**src/rtl/sport_regs_pkg.sv**
```systemverilog
package sport_regs_pkg;

  localparam int DATA_W = 32;

  // register byte offsets
  localparam int OFS_CTRL  = 'h00;
  localparam int OFS_MODE  = 'h04;
  localparam int OFS_ISET  = 'h08;
  localparam int OFS_ICLR  = 'h0C;
  localparam int OFS_IMASK = 'h10;
  localparam int OFS_STAT  = 'h14;
  localparam int OFS_RXD   = 'h18;
  localparam int OFS_TXD   = 'h1C;
  localparam int OFS_DIV   = 'h20;
  localparam int OFS_MATCH = 'h24;
  localparam int OFS_WPROT = 'hE4;

  // control bit positions
  localparam int CB_RX_RST  = 2;
  localparam int CB_TX_RST  = 3;
  localparam int CB_RX_EN   = 4;
  localparam int CB_RX_DIS  = 5;
  localparam int CB_TX_EN   = 6;
  localparam int CB_TX_DIS  = 7;
  localparam int CB_ERR_CLR = 8;
  localparam int CB_REQ_CLR = 12;

  // status / mask bit positions
  localparam int SB_RX_READY = 0;
  localparam int SB_TX_READY = 1;
  localparam int SB_TX_EMPTY = 9;

  localparam int NUM_STICKY = 4;
  // sticky flags: overrun, framing, parity, compare match
  localparam int STICKY_POS [NUM_STICKY] = '{5, 6, 7, 15};

  localparam logic [DATA_W-1:0] IRQ_VALID   = 32'h0000_82E3;
  localparam logic [DATA_W-1:0] MODE_VALID  = 32'h0000_DE10;
  localparam logic [DATA_W-1:0] MATCH_VALID = 32'h00FF_50FF;
  localparam logic [DATA_W-1:0] STICKY_MASK = 32'h0000_80E0;

  localparam logic [23:0] KEY_DEFAULT = 24'h554152;

  typedef struct packed {
    logic req_clr;
    logic err_clr;
    logic tx_dis;
    logic tx_en;
    logic rx_dis;
    logic rx_en;
    logic tx_rst;
    logic rx_rst;
  } cmd_t;

  typedef enum logic [3:0] {
    SEL_NONE, SEL_CTRL, SEL_MODE, SEL_ISET, SEL_ICLR, SEL_IMASK,
    SEL_STAT, SEL_RXD, SEL_TXD, SEL_DIV, SEL_MATCH, SEL_WPROT
  } reg_sel_e;

endpackage

```
**src/rtl/sport_rst_sync.sv**
```systemverilog
module sport_rst_sync (
  input  logic clk,
  input  logic rst_n,
  output logic rst_sync_n
);
  logic stage_q;

  always_ff @(posedge clk or negedge rst_n) begin
    if (!rst_n) begin
      stage_q    <= 1'b0;
      rst_sync_n <= 1'b0;
    end else begin
      stage_q    <= 1'b1;
      rst_sync_n <= stage_q;
    end
  end
endmodule

```
**src/rtl/sport_cmd.sv**
```systemverilog
module sport_cmd
  import sport_regs_pkg::*;
#(
  parameter int BYTE_W = 8
) (
  input  logic              clk,
  input  logic              rst_ni,
  input  logic              wr_ctrl,
  input  logic              wr_txd,
  input  logic [DATA_W-1:0] wdata,
  output cmd_t              cmd_q,
  output logic              tx_load_q,
  output logic [BYTE_W-1:0] tx_byte_q
);
  cmd_t              cmd_n;
  logic              tx_load_n;
  logic [BYTE_W-1:0] tx_byte_n;
  logic              tx_byte_ce;
  logic              unused_wdata;

  assign unused_wdata = ^{wdata[DATA_W-1:CB_REQ_CLR+1], wdata[CB_REQ_CLR-1:CB_ERR_CLR+1]};

  // decode: disable beats enable when both are written
  always_comb begin
    cmd_n = '0;
    if (wr_ctrl) begin
      cmd_n.rx_rst  = wdata[CB_RX_RST];
      cmd_n.tx_rst  = wdata[CB_TX_RST];
      cmd_n.rx_dis  = wdata[CB_RX_DIS];
      cmd_n.rx_en   = wdata[CB_RX_EN] & ~wdata[CB_RX_DIS];
      cmd_n.tx_dis  = wdata[CB_TX_DIS];
      cmd_n.tx_en   = wdata[CB_TX_EN] & ~wdata[CB_TX_DIS];
      cmd_n.err_clr = wdata[CB_ERR_CLR];
      cmd_n.req_clr = wdata[CB_REQ_CLR];
    end
  end

  always_comb begin
    tx_load_n  = wr_txd;
    tx_byte_ce = wr_txd;
    tx_byte_n  = wdata[BYTE_W-1:0];
  end

  always_ff @(posedge clk or negedge rst_ni) begin
    if (!rst_ni) begin
      cmd_q     <= '0;
      tx_load_q <= 1'b0;
    end else begin
      cmd_q     <= cmd_n;
      tx_load_q <= tx_load_n;
    end
  end

  always_ff @(posedge clk or negedge rst_ni) begin
    if (!rst_ni) begin
      tx_byte_q <= '0;
    end else if (tx_byte_ce) begin
      tx_byte_q <= tx_byte_n;
    end
  end
endmodule

```
**src/rtl/sport_irq.sv**
```systemverilog
module sport_irq
  import sport_regs_pkg::*;
(
  input  logic                  clk,
  input  logic                  rst_ni,
  input  logic                  wr_iset,
  input  logic                  wr_iclr,
  input  logic [DATA_W-1:0]     wdata,
  input  logic                  rx_ready,
  input  logic                  tx_ready,
  input  logic                  tx_empty,
  input  logic [NUM_STICKY-1:0] events,
  input  logic                  flag_clr,
  output logic [DATA_W-1:0]     mask_q,
  output logic [DATA_W-1:0]     status,
  output logic                  irq
);
  logic [DATA_W-1:0]     mask_n;
  logic                  mask_ce;
  logic [NUM_STICKY-1:0] flag_q;
  logic [NUM_STICKY-1:0] flag_n;

  // mask: separate set and clear paths, never direct write
  always_comb begin
    mask_ce = wr_iset | wr_iclr;
    mask_n  = mask_q;
    if (wr_iset) mask_n = mask_q | (wdata & IRQ_VALID);
    if (wr_iclr) mask_n = mask_q & ~wdata;
  end

  always_ff @(posedge clk or negedge rst_ni) begin
    if (!rst_ni) begin
      mask_q <= '0;
    end else if (mask_ce) begin
      mask_q <= mask_n;
    end
  end

  // sticky flags: a new event outranks a clear in the same cycle
  for (genvar i = 0; i < NUM_STICKY; i++) begin : g_flag
    assign flag_n[i] = events[i] | (flag_q[i] & ~flag_clr);
  end

  always_ff @(posedge clk or negedge rst_ni) begin
    if (!rst_ni) begin
      flag_q <= '0;
    end else begin
      flag_q <= flag_n;
    end
  end

  always_comb begin
    status = '0;
    status[SB_RX_READY] = rx_ready;
    status[SB_TX_READY] = tx_ready;
    status[SB_TX_EMPTY] = tx_empty;
    for (int i = 0; i < NUM_STICKY; i++) begin
      status[STICKY_POS[i]] = flag_q[i];
    end
  end

  assign irq = |(status & mask_q);
endmodule

```
**src/rtl/sport_cfg.sv**
```systemverilog
module sport_cfg
  import sport_regs_pkg::*;
#(
  parameter int                DIV_W     = 16,
  parameter logic [DATA_W-1:0] MODE_RST  = '0,
  parameter logic [DIV_W-1:0]  DIV_RST   = '0,
  parameter logic [DATA_W-1:0] MATCH_RST = '0,
  parameter logic [23:0]       WP_KEY    = KEY_DEFAULT
) (
  input  logic              clk,
  input  logic              rst_ni,
  input  logic              wr_mode,
  input  logic              wr_div,
  input  logic              wr_match,
  input  logic              wr_wprot,
  input  logic [DATA_W-1:0] wdata,
  output logic [DATA_W-1:0] mode_q,
  output logic [DIV_W-1:0]  div_q,
  output logic [DATA_W-1:0] match_q,
  output logic              wprot_q
);
  localparam int KEY_LSB = DATA_W - 24;

  logic              cfg_open;
  logic              key_ok;
  logic              mode_ce, div_ce, match_ce, wprot_ce;
  logic [DATA_W-1:0] mode_n, match_n;
  logic [DIV_W-1:0]  div_n;
  logic              wprot_n;
  logic              unused_wdata;

  assign unused_wdata = ^wdata[KEY_LSB-1:1];

  always_comb begin
    cfg_open = ~wprot_q;
    key_ok   = (wdata[DATA_W-1:KEY_LSB] == WP_KEY);
    mode_ce  = wr_mode & cfg_open;
    div_ce   = wr_div & cfg_open;
    match_ce = wr_match & cfg_open;
    wprot_ce = wr_wprot & key_ok;
    mode_n   = wdata & MODE_VALID;
    div_n    = wdata[DIV_W-1:0];
    match_n  = wdata & MATCH_VALID;
    wprot_n  = wdata[0];
  end

  always_ff @(posedge clk or negedge rst_ni) begin
    if (!rst_ni) mode_q <= MODE_RST & MODE_VALID;
    else if (mode_ce) mode_q <= mode_n;
  end

  always_ff @(posedge clk or negedge rst_ni) begin
    if (!rst_ni) div_q <= DIV_RST;
    else if (div_ce) div_q <= div_n;
  end

  always_ff @(posedge clk or negedge rst_ni) begin
    if (!rst_ni) match_q <= MATCH_RST & MATCH_VALID;
    else if (match_ce) match_q <= match_n;
  end

  always_ff @(posedge clk or negedge rst_ni) begin
    if (!rst_ni) wprot_q <= 1'b0;
    else if (wprot_ce) wprot_q <= wprot_n;
  end
endmodule

```
**src/rtl/sport_regs.sv**
```systemverilog
module sport_regs
  import sport_regs_pkg::*;
#(
  parameter int          ADDR_W = 8,
  parameter int          DIV_W  = 16,
  parameter logic [23:0] WP_KEY = KEY_DEFAULT
) (
  input  logic              clk,
  input  logic              rst_n,
  input  logic              bus_wr,
  input  logic [ADDR_W-1:0] bus_addr,
  input  logic [31:0]       bus_wdata,
  output logic [31:0]       bus_rdata,
  input  logic              rx_ready_i,
  input  logic              tx_ready_i,
  input  logic              tx_empty_i,
  input  logic              ev_overrun_i,
  input  logic              ev_frame_i,
  input  logic              ev_parity_i,
  input  logic              ev_match_i,
  input  logic [7:0]        rx_byte_i,
  output logic              rx_reset_o,
  output logic              tx_reset_o,
  output logic              rx_enable_o,
  output logic              rx_disable_o,
  output logic              tx_enable_o,
  output logic              tx_disable_o,
  output logic              err_clear_o,
  output logic              req_clear_o,
  output logic              tx_load_o,
  output logic [7:0]        tx_byte_o,
  output logic              filter_on_o,
  output logic [2:0]        parity_sel_o,
  output logic              baud_src_o,
  output logic [1:0]        chan_mode_o,
  output logic [DIV_W-1:0]  divisor_o,
  output logic [7:0]        match_lo_o,
  output logic [7:0]        match_hi_o,
  output logic              match_gate_o,
  output logic              match_parity_o,
  output logic              wprot_o,
  output logic              irq_o
);
  logic              rst_sync_n;
  reg_sel_e          sel;
  cmd_t              cmd_q;
  logic [DATA_W-1:0] mask_q;
  logic [DATA_W-1:0] status;
  logic [DATA_W-1:0] mode_q;
  logic [DATA_W-1:0] match_q;
  logic [DIV_W-1:0]  div_q;
  logic [NUM_STICKY-1:0] events;

  sport_rst_sync u_rst (
    .clk        (clk),
    .rst_n      (rst_n),
    .rst_sync_n (rst_sync_n)
  );

  // address decode
  always_comb begin
    sel = SEL_NONE;
    if      (bus_addr == ADDR_W'(OFS_CTRL))  sel = SEL_CTRL;
    else if (bus_addr == ADDR_W'(OFS_MODE))  sel = SEL_MODE;
    else if (bus_addr == ADDR_W'(OFS_ISET))  sel = SEL_ISET;
    else if (bus_addr == ADDR_W'(OFS_ICLR))  sel = SEL_ICLR;
    else if (bus_addr == ADDR_W'(OFS_IMASK)) sel = SEL_IMASK;
    else if (bus_addr == ADDR_W'(OFS_STAT))  sel = SEL_STAT;
    else if (bus_addr == ADDR_W'(OFS_RXD))   sel = SEL_RXD;
    else if (bus_addr == ADDR_W'(OFS_TXD))   sel = SEL_TXD;
    else if (bus_addr == ADDR_W'(OFS_DIV))   sel = SEL_DIV;
    else if (bus_addr == ADDR_W'(OFS_MATCH)) sel = SEL_MATCH;
    else if (bus_addr == ADDR_W'(OFS_WPROT)) sel = SEL_WPROT;
  end

  assign events = {ev_match_i, ev_parity_i, ev_frame_i, ev_overrun_i};

  sport_cmd #(.BYTE_W(8)) u_cmd (
    .clk       (clk),
    .rst_ni    (rst_sync_n),
    .wr_ctrl   (bus_wr && sel == SEL_CTRL),
    .wr_txd    (bus_wr && sel == SEL_TXD),
    .wdata     (bus_wdata),
    .cmd_q     (cmd_q),
    .tx_load_q (tx_load_o),
    .tx_byte_q (tx_byte_o)
  );

  sport_irq u_irq (
    .clk      (clk),
    .rst_ni   (rst_sync_n),
    .wr_iset  (bus_wr && sel == SEL_ISET),
    .wr_iclr  (bus_wr && sel == SEL_ICLR),
    .wdata    (bus_wdata),
    .rx_ready (rx_ready_i),
    .tx_ready (tx_ready_i),
    .tx_empty (tx_empty_i),
    .events   (events),
    .flag_clr (cmd_q.err_clr),
    .mask_q   (mask_q),
    .status   (status),
    .irq      (irq_o)
  );

  sport_cfg #(.DIV_W(DIV_W), .WP_KEY(WP_KEY)) u_cfg (
    .clk      (clk),
    .rst_ni   (rst_sync_n),
    .wr_mode  (bus_wr && sel == SEL_MODE),
    .wr_div   (bus_wr && sel == SEL_DIV),
    .wr_match (bus_wr && sel == SEL_MATCH),
    .wr_wprot (bus_wr && sel == SEL_WPROT),
    .wdata    (bus_wdata),
    .mode_q   (mode_q),
    .div_q    (div_q),
    .match_q  (match_q),
    .wprot_q  (wprot_o)
  );

  // read mux: write-only and unmapped locations return zero
  always_comb begin
    case (sel)
      SEL_MODE:  bus_rdata = mode_q;
      SEL_IMASK: bus_rdata = mask_q;
      SEL_STAT:  bus_rdata = status;
      SEL_RXD:   bus_rdata = {24'b0, rx_byte_i};
      SEL_DIV:   bus_rdata = 32'(div_q);
      SEL_MATCH: bus_rdata = match_q;
      SEL_WPROT: bus_rdata = {31'b0, wprot_o};
      default:   bus_rdata = '0;
    endcase
  end

  assign rx_reset_o   = cmd_q.rx_rst;
  assign tx_reset_o   = cmd_q.tx_rst;
  assign rx_enable_o  = cmd_q.rx_en;
  assign rx_disable_o = cmd_q.rx_dis;
  assign tx_enable_o  = cmd_q.tx_en;
  assign tx_disable_o = cmd_q.tx_dis;
  assign err_clear_o  = cmd_q.err_clr;
  assign req_clear_o  = cmd_q.req_clr;

  assign filter_on_o    = mode_q[4];
  assign parity_sel_o   = mode_q[11:9];
  assign baud_src_o     = mode_q[12];
  assign chan_mode_o    = mode_q[15:14];
  assign divisor_o      = div_q;
  assign match_lo_o     = match_q[7:0];
  assign match_gate_o   = match_q[12];
  assign match_parity_o = match_q[14];
  assign match_hi_o     = match_q[23:16];
endmodule

```
**config.mk**
```make
export PLATFORM = sky130hd
export DESIGN_NAME = sport_regs
export DESIGN_NICKNAME = d
export VERILOG_FILES = /design/src/rtl/sport_regs_pkg.sv /design/src/rtl/sport_rst_sync.sv /design/src/rtl/sport_cmd.sv /design/src/rtl/sport_irq.sv /design/src/rtl/sport_cfg.sv /design/src/rtl/sport_regs.sv
export SDC_FILE = /design/constraint.sdc
export NUM_CORES = 1
export LEC_CHECK = 0
export BUFFER_PORTS_ARGS = -buffer_cell sky130_fd_sc_hd__buf_2
export CAP_MARGIN = 20
export CORE_MARGIN = 5
export CORE_UTILIZATION = 50
export CTS_BUF_LIST = sky130_fd_sc_hd__clkbuf_16
export DETAILED_ROUTE_END_ITERATION = 8
export GPL_ROUTABILITY_DRIVEN = 1
export GPL_TIMING_DRIVEN = 0
export PLACE_DENSITY = 0.8
export SETUP_SLACK_MARGIN = 0.02
export SLEW_MARGIN = 5
export SYNTH_ARGS = -nofsm -noshare
export SYNTH_HDL_FRONTEND = slang
export SYNTH_SLANG_ARGS = --single-unit
```
**constraint.sdc**
```tcl
create_clock -name clk -period 4.2 [get_ports clk]
set_clock_uncertainty 0.05 [all_clocks]
set_input_delay 0.21 -clock clk [delete_from_list [all_inputs] [get_ports clk]]
set_output_delay 0.21 -clock clk [all_outputs]
set_load 0.1 [all_outputs]
```
==> metrics.md, run 1 <==
| Metric | Value |
|---|---|
| DP HPWL | 9503 um |
| RSZ-0062 raised after global routing | no |
| DIE HEIGHT | between 100 and 150 um |
| Root Driver | clkbuf_16 |
| Layout cell share with drive strength beyond 1 | a little over two fifths |
| Switching Power | 641.1 uW |
| Leak | around 2.9 nW |
| Max_slew headroom | between 30% and 40% |
| Ys flop type | dfrtp_1 |
| Max Slew Vio Count | 0 |
| Die X | around 100 um |
| Avg Inst Size Synth | around 13 um2 |
| Worst-path fanout max | 10 |
| Post-Synthesis Cells | approximately 340 |
| Area contributors post-synth | dfrtp_1, mux2_2, a21boi_0, a22oi_1, mux2_1 |
| Synthesized cell area | ~4400 um2 |
| DRC | 0 |
| Placer Congestion | around 0.96 |
| Area of the multi-input gates | around 1900 um2 |
| Clk buf depth | 2 |
| Wire length per cell | roughly 21 um |
| Critical path buffer and inverter count | 4 |
| #FFs+latches synth | 97 |
| Outcome | completed |
| Most used cell, CP | buf_2 |
| Tot GR Track Use | between 20 and 25% |
| Peak supply drop | around 220 uV |
| CTS H-tree lvls | 3 |
| DR pass1 iterations | 7 |
| Clock net sink count | 97 |
| Layout filler cell count | about 680 |
| Period utilisation layout | 66.75% |
| Seq/Total Area, Yosys | 55.24% |
| Remaining antenna violation count | 0 |
| Via/cell ratio | ~5.9 |
| Critical path class | primary input to output pin |
| Max_cap viols | 0 |
| Sequential cell area | 2431 um2 |
| Worst Slack Setup Final | around 1.4 ns |
| Asr flop ratio synth | 100.0% |
| Max Fclk | roughly 0.36 GHz |
| GRT overflow | 0 |
| R2r setup slk | 2.27 ns |
| Syn Nets | ~400 |
| Layout overhead on the synthesized area | 28.64% |
| Slowest stage delay, CP | between 0.8 and 0.9 ns |
| Worst-Skew Late Latency | roughly 0.34 ns |
| Worst EP required | ~3.9 ns |
| Ports | 150 |
| Setup_tns | 0 ns |
| Clock Pin Slew Worst Setup and Hold Paths | ~0.070 ns |
| Internal power consumption | approximately 1.6 mW |
| CP Data Arrival Time | between 2 and 3 ns |
| Port-buffer cells | about 150 |
| Num CTS Buffers | 9 |
| Sequential power share | a little over two fifths |
| Cells along the critical path | buf_2, buf_2, nor4_2, buf_4, a22oi_1, o221ai_1, buf_2 |
| Worst Max-Slew Pin Slew | a little under 1 ns |
| Synth Warn # | 0 |
| CP endpoint kind | output pin |
| Vias in the first global route | between 3,000 and 4,000 |
| Startpoint Class | primary input |
| Starting Density | roughly half |
| Library cells used by synthesis | between 50 and 60 |
| Post-synth EDFFs | 0 |
| Largest net degree at the start of global routing | 51 |
| Post-CTS Resized | 0 |
| Pre-CTS WS | 1.492 ns |
| Yosys top cell by area | dfrtp_1 |
| Count leader, synth | dfrtp_1 |
| Initial antenna violation count | 1 |
| Die area | 10,760 um2 |
| First-pass GRT wire length | roughly 21,000 um |
| Top-area cell type share of the netlist area | about 55% |
| WL final | approximately 13,000 um |
| Clock power frac | a little over 40% |
| CORE AREA | 8636 um2 |
| Comb power frac | ~15% |
| Final Hold Vio Count | 0 |
| Hold crit path type | primary input to flip-flop |
| TritonCTS clock tree | done |
| Initial detailed-routing violation count | 228 |
| Crit path time final | 2.803 ns |
| Pwr per Cell Area | ~400 nW/um2 |
| DR vias | about 3,700 |
| Row count | 34 |
| Synth top cells by count | dfrtp_1, mux2_2, a21boi_0 |
| Cell family with most CP delay | buffers and inverters |
| Crit-path slowest cell | nor4_2 |
| # nets final | 561 |
| Final setup violation count | 0 |
| Sw Ratio | ~28% |
## worst paths after layout
check / startpoint / endpoint / depth (start not counted)
max reg2reg: u_cfg.wprot_q / u_cfg.mode_q[4] / 3
min: bus_wdata[28] / u_irq.mask_q[28] / 2
max: bus_addr[2] / bus_rdata[5] / 7
min in group asynchronous: rst_n / u_rst.rst_sync_n / 2
min reg2reg: u_rst.rst_sync_n / u_irq.mask_q[29] / 0
max in group asynchronous: u_rst.rst_sync_n / u_irq.flag_q[1] / 1
## layout by cell type (no fill, tap or decap), types with 3 or more instances in the layout
| cell type | count |
|---|---|
| a21o_1 | 5 |
| and2_1 | 9 |
| mux2i_1 | 3 |
| a31oi_1 | 7 |
| nor3b_1 | 6 |
| a22oi_1 | 15 |
| o221ai_1 | 4 |
| a21boi_0 | 25 |
| nand3_1 | 5 |
| dfrtp_1 | 96 |
| a22o_1 | 11 |
| buf_4 | 3 |
| mux2_2 | 40 |
| o21ai_0 | 3 |
| bufinv_16 | 3 |
| nand2_1 | 11 |
| and3_1 | 3 |
| buf_2 | 151 |
| mux2_1 | 10 |
| nor4b_1 | 5 |
| a21oi_1 | 8 |
| clkbuf_1 | 9 |
| nand4_1 | 3 |
| inv_1 | 3 |
| nor3_1 | 3 |
| clkbuf_16 | 9 |
| nor2_1 | 5 |
| a221o_1 | 6 |
## power groups by stage
stage | clock network, mW | logic (mW) | registers [mW]
after floorplan | 0 | 0.0781 | 1.18
after global placement | 0 | 0.328 | 1.01
after detailed placement | 0 | 0.345 | 1.01
after CTS | 0.928 | 0.347 | 0.990
after global routing | 0.975 | 0.361 | 0.994
final | 0.917 | 0.347 | 0.990
## cell families after synthesis
logic type      share of synthesized area, %
compound gates                         16.14
simple gates                           12.50
other cells                          0.08534
mux                                    13.50
buf+inv                                2.534
flops                                  55.24
## flip-flops by register name, indices dropped and copies added, names as in the netlist, named ones only
register / flops
u_irq.mask_q: 25
u_cfg.match_q: 18
u_cfg.div_q: 16
u_cmd.cmd_q: 8
u_cmd.tx_byte_q: 8
u_cfg.mode_q: 7
u_irq.flag_q: 4
u_cfg.wprot_q: 1
u_cmd.tx_load_q: 1
u_rst.rst_sync_n: 1
u_rst.stage_q: 1
## stage by stage
step / instance area (um2) / util (%) / hold WS, ns / total power [mW] / instances
after floorplan: 4394 / - / -0.1356 / 1.253 / 343
after global placement: 5260 / 60.91 / -0.05404 / 1.341 / 597
after detailed placement: 5298 / 61.34 / -0.05389 / 1.352 / 598
after CTS: 5650 / 65.43 / 0.004241 / 2.264 / 615
after global routing: 5653 / 65.46 / 0.008736 / 2.331 / 616
final: 5653 / 65.46 / 0.009239 / 2.254 / 616
## layer usage
metal	track usage [%]	wire length, um	share of wire, %	up-vias
met5	0	0	0	-
met4	10.55	384	3.0	0
met3	6.095	982	7.6	33
met2	38.48	6375	49	161
met1	32.13	5215	40	1829
li1	-	-	-	1638
## what timing repair did
item,4_1_cts,5_1_grt
hold buffers,2,0
setup buffers,0,0
endpoints found under the hold margin,3,0
## layout make-up
class,instances,share of cell area [%]
clock buffers,9,3.984
flip-flops and latches,97,43.01
diodes,1,0.04427
plain buffers,19,1.837
clock inverters,6,1.903
inverters,2,0.1328
well taps,108,2.390
multi-input cells,225,32.94
repair buffers,149,13.77
Note: power is estimated with default switching activity, not from simulation.
==> run 2: changes to the inputs <==
ABC_AREA = 1   (was not set)
CORE_UTILIZATION = 51   (was 50)
clock period = 2.84 ns   (was 4.2 ns; I/O delays follow)
==> run 2 against run 1 <==
  * Critical path type unchanged
  * Total power is 42% higher
  * Wire length up 9.0%
  * Worst setup slack got worse by 0.55 ns
  * Synthesized cell count grew 50%
  * Cell count rose by 33%
  * Cell area increased by 8.0%
  * Flip-flop and latch count unchanged
  * Sequential power up 51%
  * Hold slack better by 0.028 ns
  * Clock-buffer cell count unchanged
==> metrics.md, run 2 <==
| Metric | Value |
|---|---|
| Synthesized cell area | 4603 um2 (was 4394 um2) |
| GRT overflow | 0 (unchanged) |
| RSZ-0062 raised after global routing | no (unchanged) |
| Count leader, synth | nand2_1 (was dfrtp_1) |
| Max Fclk | 0.5010 GHz |
| Wire length per cell | 17.24 um (was 21.04 um) |
| Outcome | completed (unchanged) |
| Setup_tns | 0 ns (unchanged) |
| Final setup violation count | 0 (unchanged) |
| Top Registers | u_irq.mask_q (25), u_cfg.match_q (18), u_cfg.div_q (16) (unchanged) |
| Seq/Total Area, Yosys | 52.73% (was 55.24%) |
| DR pass1 iterations | 5 (was 7) |
| Sw Ratio | 32.18% (was 28.45%) |
| GRT met1 Usage | 33.88% (was 32.13%) |
| CP Data Arrival Time | 1.80 ns (was 2.54 ns) |
| Clock Pin Slew Worst Setup and Hold Paths | 0.06 ns (was 0.07 ns) |
| DR vias | 4,303 (was 3,661) |
| Sequential power share | 46.6% (was 43.9%) |
| First-pass GRT wire length | 23,330 um (was 20,920 um) |
| Layout filler cell count | 706 (was 683) |
| Slowest stage delay, CP | 0.46 ns (was 0.88 ns) |
| CP endpoint kind | output pin (unchanged) |
| Die area | 11,030 um2 (was 10,760 um2) |
| Initial antenna violation count | 0 (was 1) |
| Met3 Resource Use GR | 4.377% (was 6.095%) |
| Synth top cells by count | nand2_1, dfrtp_1, inv_1 (was dfrtp_1, mux2_2, a21boi_0) |
| Placer Congestion | 0.8930 (was 0.9568) |
| Pre-CTS WS | 0.8812 ns (was 1.492 ns) |
| Clock power frac | 35.2% (was 40.7%) |
| Cell area after layout | 6106 um2 (was 5653 um2) |
| Startpoint Class | primary input (unchanged) |
| Yosys top cell by area | dfrtp_1 (unchanged) |
| DP HPWL | 10,170 um (was 9503 um) |
| Ys flop type | dfrtp_1 (unchanged) |
| Met2 usage | 45.19% (was 38.48%) |
| Placed Area | 5515 um2 (was 5298 um2) |
| Most used cell, CP | buf_2 (unchanged) |
| # nets final | 764 (was 561) |
| Crit path time final | 1.996 ns |
| Critical path class | primary input to output pin (unchanged) |
| Worst-path fanout max | 10 (unchanged) |
| Period utilisation layout | 70.29% |
| Ports | 150 (unchanged) |
| CTS H-tree lvls | 3 (unchanged) |
| #FFs+latches synth | 97 (unchanged) |
| Remaining antenna violation count | 0 (unchanged) |
| Post-Synthesis Cells | 513 (was 343) |
| Asr flop ratio synth | 100.0% (unchanged) |
| Cell family with most CP delay | buffers and inverters (unchanged) |
| Library cells used by synthesis | 29 (was 53) |
| Post-synth EDFFs | 0 (unchanged) |
| Max Slew Vio Count | 0 (unchanged) |
| Largest Register | u_irq.mask_q (unchanged) |
| Comb power frac | 18.1% (was 15.4%) |
| Max_slew headroom | 55.89% (was 33.95%) |
| Starting Density | 52.53% (was 50.88%) |
| Avg Inst Size Synth | 8.973 um2 (was 12.81 um2) |
| Worst Slack Setup Final | 0.8439 ns (was 1.397 ns) |
| Switching Power | 1.028 mW (was 641.1 uW) |
| Clock net sink count | 97 (unchanged) |
| Num CTS Buffers | 9 (unchanged) |
| Top-area cell type share of the netlist area | 52.73% (was 55.24%) |
| Max_cap viols | 0 (unchanged) |
| Final Hold Vio Count | 0 (unchanged) |
| Worst-Skew Late Latency | 0.34 ns (about the same) |
| Port-buffer cells | 149 (was 146) |
| Initial detailed-routing violation count | 233 (was 228) |
| Internal power consumption | 2.167 mW (was 1.613 mW) |
| Pwr per Cell Area | 523.2 nW/um2 (was 398.7 nW/um2) |
| Root Driver | clkbuf_16 (unchanged) |
| Max reg flops | 25 (unchanged) |
| Synth Warn # | 0 (unchanged) |
| Critical path buffer and inverter count | 4 (unchanged) |
| Most common cell after layout, fill and taps aside | buf_2 (unchanged) |
| Largest net degree at the start of global routing | 49 (was 51) |
| Layout overhead on the synthesized area | 32.64% (was 28.64%) |
| Clk buf depth | 2 (unchanged) |
| Worst Max-Slew Pin Slew | 0.6616 ns (was 0.9826 ns) |
| Tot GR Track Use | 26.18% (was 24.44%) |
| Layout cell share with drive strength beyond 1 | 35.72% (was 43.79%) |
| Syn Nets | 571 (was 401) |
| GRT busiest layer | met2 (unchanged) |
| Commonest non-fill, non-tap cells in the layout | buf_2, nand2_1, dfrtp_1, inv_1, o21ai_2 (was buf_2, dfrtp_1, mux2_2, a21boi_0, a22oi_1) |
| Leak | 3.458 nW (was 2.941 nW) |
| DRC | 0 (unchanged) |
| Vias in the first global route | 4,622 (was 3,833) |
| Hold crit path type | primary input to flip-flop (unchanged) |
| Die X | 105.0 um (was 103.7 um) |
| Peak supply drop | 337.7 uV (was 221.3 uV) |
| Worst EP required | 2.65 ns (was 3.94 ns) |
| N_diodes | 0 (was 1) |
| Row count | 34 (unchanged) |
| TritonCTS clock tree | done (unchanged) |
| Crit-path slowest cell | buf_2 (was nor4_2) |
| Area contributors post-synth | dfrtp_1, nand2_1, o21ai_2, inv_1, a21oi_1 (was dfrtp_1, mux2_2, a21boi_0, a22oi_1, mux2_1) |
| Via/cell ratio | 5.254 (was 5.943) |
| Cells along the critical path | buf_2, inv_1, nand2_1, nor2_2, nand2_2, buf_2, o21ai_1, buf_2 (was buf_2, buf_2, nor4_2, buf_4, a22oi_1, o221ai_1, buf_2) |
| DIE HEIGHT | 105.0 um (was 103.7 um) |
| WL final | 14,120 um (was 12,960 um) |
| CORE AREA | 8763 um2 (was 8636 um2) |
==> run 2: cells by family after synthesis <==
kind of cell,after synthesis,synth area share [%]
buffers and inverters,88,9.106
multiplexers,2,0.6524
AND/OR/NAND/NOR,213,21.12
AO/OA/AOI/OAI,112,16.31
other,1,0.08147
flip-flops,97,52.73
==> run 2: metal layers <==
layer | up-vias | routed length (um) | share of wire [%]
met5 | - | 0 | 0
met4 | 0 | 236 | 1.7
met3 | 22 | 918 | 6.5
met2 | 166 | 7184 | 51
met1 | 2091 | 5782 | 41
li1 | 2024 | - | -
==> run 2: power by group through the flow <==
| stage | logic (mW) | clock network (mW) | registers [mW] |
|---|---|---|---|
| final | 0.579 | 1.13 | 1.49 |
| after global routing | 0.612 | 1.19 | 1.50 |
| after CTS | 0.580 | 1.13 | 1.49 |
| after detailed placement | 0.544 | 0 | 1.52 |
| after global placement | 0.518 | 0 | 1.52 |
| after floorplan | 0.156 | 0 | 1.76 |
==> run 2: final timing paths <==
check	from	to	slack, ns	depth (start not counted)
worst max-delay path	bus_addr[5]	bus_rdata[8]	0.84	8
worst min-delay path	bus_wdata[0]	u_cfg.wprot_q	0.04	3
worst max register to register	u_cfg.wprot_q	u_cfg.match_q[3]	1.49	5
worst min register to register	u_rst.rst_sync_n	u_irq.mask_q[3]	0.32	0
max in group asynchronous	u_rst.rst_sync_n	u_irq.mask_q[29]	1.75	1
min in group asynchronous	rst_n	u_rst.rst_sync_n	0.06	2
==> run 2: area by class of cell <==
| class | instances | area (um2) | share of cell area, % |
|---|---|---|---|
| well taps | 108 | 135.1 | 2.213 |
| flip-flops and latches | 97 | 2431 | 39.82 |
| repair buffers | 182 | 1094 | 17.91 |
| multi-input cells | 328 | 1757 | 28.77 |
| clock buffers | 9 | 225.2 | 3.689 |
| inverters | 74 | 287.8 | 4.713 |
| clock inverters | 7 | 45.04 | 0.7377 |
| plain buffers | 14 | 131.4 | 2.152 |
==> run 2: repair_timing <==
action,in CTS,in global routing
buffers inserted,0,0
resized for setup,0,0
hold buffers,32,0
endpoints found under the setup margin,0,0
endpoints found under the hold margin,33,0
==> run 2: worst register-to-register path: cells and delay by family, from the launching register on <==
| kind | cells | cell delay (ns) |
|---|---|---|
| DFF | 1 | 0.44 |
| AOI/OAI and AO/OA | 1 | 0.05 |
| buffers and inverters | 1 | 0.22 |
| and+or+nand+nor | 3 | 0.47 |
==> run 2: per-stage QoR <==
step,utilization [%],hold WS [ns],std cells,power [mW]
after floorplan,-,-0.2036,513,1.915
after global placement,62.59,-0.1231,770,2.042
after detailed placement,62.94,-0.1173,771,2.060
after CTS,69.67,0.03691,819,3.202
after global routing,69.67,0.05509,819,3.304
final,69.67,0.03737,819,3.195
==> run 3: changes to the inputs <==
CORE_UTILIZATION = 46   (was 51)
PLACE_DENSITY = 0.76   (was 0.8)
clock period = 1.61 ns   (was 2.84 ns; I/O delays follow)
==> run 3 against run 2 <==
  * Global-route usage down 0.59 points
  * Sequential share of layout area down 3.4 points
  * Die area up 9.8%
  * Combinational power up 88%
  * Non-clock buffer count up 12
  * Wire length up 5.9%
  * Clock-buffer cell count unchanged
  * Register-to-register slack worse by 1.2 ns
  * Hold slack better by 0.018 ns
  * Flip-flop and latch count unchanged
  * First-iteration DRC count up 8.2%
  * Sequential power up 77%
  * Critical endpoint is now irq_o
==> metrics.md, run 3 (synthesized netlist as in run 2, its figures left out) <==
| Metric | Value |
|---|---|
| Outcome | completed (unchanged) |
| Cells along the critical path | inv_2, o21ai_2, a221oi_2, nand4_1, buf_8 (was buf_2, inv_1, nand2_1, nor2_2, nand2_2, buf_2, o21ai_1, buf_2) |
| Placed Area | 5768 um2 (was 5515 um2) |
| Crit path time final | between 1.5 and 2 ns |
| Layout cell share with drive strength beyond 1 | 42.05% (was 35.72%) |
| Clock Pin Slew Worst Setup and Hold Paths | 0.07 ns (was 0.06 ns) |
| Die area | 12,110 um2 (was 11,030 um2) |
| Crit-path slowest cell | dfrtp_1 (was buf_2) |
| Ports | 150 (unchanged) |
| CORE AREA | 9774 um2 (was 8763 um2) |
| N_diodes | 0 (unchanged) |
| Max Fclk | roughly 0.65 GHz |
| Hold Path Depth | 3 (unchanged) |
| Final Hold Vio Count | 0 (unchanged) |
| Commonest non-fill, non-tap cells in the layout | nand2_1, buf_2, dfrtp_1, inv_1, o21ai_2 (was buf_2, nand2_1, dfrtp_1, inv_1, o21ai_2) |
| Initial antenna violation count | 0 (unchanged) |
| # nets final | 776 (was 764) |
| Clk buf depth | 2 (unchanged) |
| Clock net sink count | 97 (unchanged) |
| Max_cap viols | 0 (unchanged) |
| Row count | 36 (was 34) |
| Hold crit path type | primary input to flip-flop (unchanged) |
| DRC | 0 (unchanged) |
| Dpl cells | 796 (was 771) |
| Max Slew Vio Count | 0 (unchanged) |
| Largest Register | u_irq.mask_q (unchanged) |
| DP HPWL | 10,420 um (was 10,170 um) |
| TritonCTS clock tree | done (unchanged) |
| Vias in the first global route | 4,581 (was 4,622) |
| RSZ-0062 raised after global routing | yes (was no) |
| HP Start | bus_wr (was bus_wdata[0]) |
| Tot GR Track Use | 25.59% (was 26.18%) |
| Worst-path fanout max | 2 (was 10) |
| Final setup violation count | 0 (unchanged) |
| Worst Max-Slew Pin Slew | 0.5012 ns (was 0.6616 ns) |
| Pwr per Cell Area | 855.4 nW/um2 (was 523.2 nW/um2) |
| Cell family with most CP delay | flip-flops (was buffers and inverters) |
| Leak | 3.626 nW (was 3.458 nW) |
| R2r endpoint | u_cfg.match_q[4] (was u_cfg.match_q[3]) |
| Layout overhead on the synthesized area | 46.59% (was 32.64%) |
| Placer Congestion | 0.8353 (was 0.8930) |
| Overall power | 5.772 mW (was 3.195 mW) |
| Max_slew headroom | 66.49% (was 55.89%) |
| Num CTS Buffers | 9 (unchanged) |
| Cell area after layout | 6748 um2 (was 6106 um2) |
| Worst EP required | 1.48 ns (was 2.65 ns) |
| Port-buffer cells | 149 (unchanged) |
| CP endpoint kind | output pin (unchanged) |
| CP Data Arrival Time | 1.42 ns (was 1.80 ns) |
| Wire length per cell | 17.47 um (was 17.24 um) |
| R2r setup slk | 0.28 ns (was 1.49 ns) |
| Critical path buffer and inverter count | 2 (was 4) |
| Remaining antenna violation count | 0 (unchanged) |
| WL final | 14,950 um (was 14,120 um) |
| Via/cell ratio | 5.133 (was 5.254) |
| Slowest stage delay, CP | 0.40 ns (was 0.46 ns) |
| DR pass1 iterations | 5 (unchanged) |
| Startpoint Class | flip-flop (was primary input) |
| Critical path class | flip-flop to output pin (was primary input to output pin) |
| Post-Layout Cell Count | 856 (was 819) |
| GRT overflow | 0 (unchanged) |
| Peak supply drop | 553.2 uV (was 337.7 uV) |
| Starting Density | 47.09% (was 52.53%) |
| Largest net degree at the start of global routing | 69 (was 49) |
| Reg2reg path depth | 5 (unchanged) |
| Most common cell after layout, fill and taps aside | nand2_1 (was buf_2) |
| CTS H-tree lvls | 3 (unchanged) |
| R2r startpoint | u_cfg.wprot_q (unchanged) |
| First-pass GRT wire length | 23,240 um (was 23,330 um) |
| Worst-Skew Late Latency | 0.33 ns (was 0.34 ns) |
| Period utilisation layout | a little over nine tenths |
| Root Driver | clkbuf_16 (unchanged) |
| DR vias | 4,394 (was 4,303) |
| Max reg flops | 25 (unchanged) |
| DIE HEIGHT | 110.0 um (was 105.0 um) |
| Initial detailed-routing violation count | 252 (was 233) |
| Die X | 110.0 um (was 105.0 um) |
| Top Registers | u_irq.mask_q (25), u_cfg.match_q (18), u_cfg.div_q (16) (unchanged) |
## run 3: repair_timing
item | CTS | global route
hold buffers | 40 | 0
pin swaps | 1 | 2
resized for setup | 57 | 25
setup buffers | 0 | 4
endpoints found under the setup margin | 33 | 32
hold endpoints to repair | 52 | 0
## run 3: worst max path at each step
stage | endpoint | slack (ns) | depth (start not counted)
global route | irq_o | -0.001 | 5
finish | irq_o | 0.06 | 5
floorplan | bus_rdata[10] | -0.22 | 6
CTS | bus_rdata[10] | 0.005 | 8
detailed placement | bus_rdata[5] | -0.38 | 8
global placement | bus_rdata[5] | -0.35 | 8
## run 3: worst reg2reg max path: cells and delay by family (launching register included)
| family | cells | cell delay, ns |
|---|---|---|
| AO/OA/AOI/OAI | 1 | 0.05 |
| buffers and inverters | 1 | 0.21 |
| flip-flops | 1 | 0.44 |
| AND/OR/NAND/NOR | 3 | 0.46 |
## run 3: metrics by stage
step | hold WS [ns] | worst slack (ns) | utilization [%] | setup TNS (ns)
2_1_floorplan | -0.2651 | -0.2192 | - | -2.886
3_3_place_gp | -0.1846 | -0.3493 | 58.73 | -6.631
3_5_place_dp | -0.1802 | -0.3759 | 59.01 | -7.447
4_1_cts | 0.04162 | 0.005185 | 67.75 | 0
5_1_grt | 0.07241 | -0.001031 | 69.03 | -0.001031
6_report | 0.05517 | 0.06332 | 69.03 | 0
## run 3: cell type report
| cell class | count | area (um2) |
|---|---|---|
| buffer | 14 | 150.1 |
| clock buffer | 9 | 225.2 |
| clock inverter | 7 | 53.80 |
| fill | 755 | 3027 |
| inverter | 74 | 290.3 |
| multi-input combinational | 328 | 1986 |
| sequential | 97 | 2459 |
| tap | 133 | 166.4 |
| timing repair buffer | 194 | 1418 |
## run 3: power breakdown
group          internal, mW  switching (mW)  leakage, nW  total, mW
clock network          1.17           0.878        0.144       2.05
logic                 0.272           0.817         2.31       1.09
registers              2.55          0.0854         1.17       2.63
total                  3.99            1.78         3.63       5.77
## run 3: layer usage
metal | GRT usage (%) | up-vias | wire (um)
li1 | - | 2058 | -
met1 | 30.59 | 2155 | 6016
met2 | 45.45 | 160 | 7680
met3 | 6.523 | 21 | 1046
met4 | 7.302 | 0 | 207
met5 | 0 | - | 0
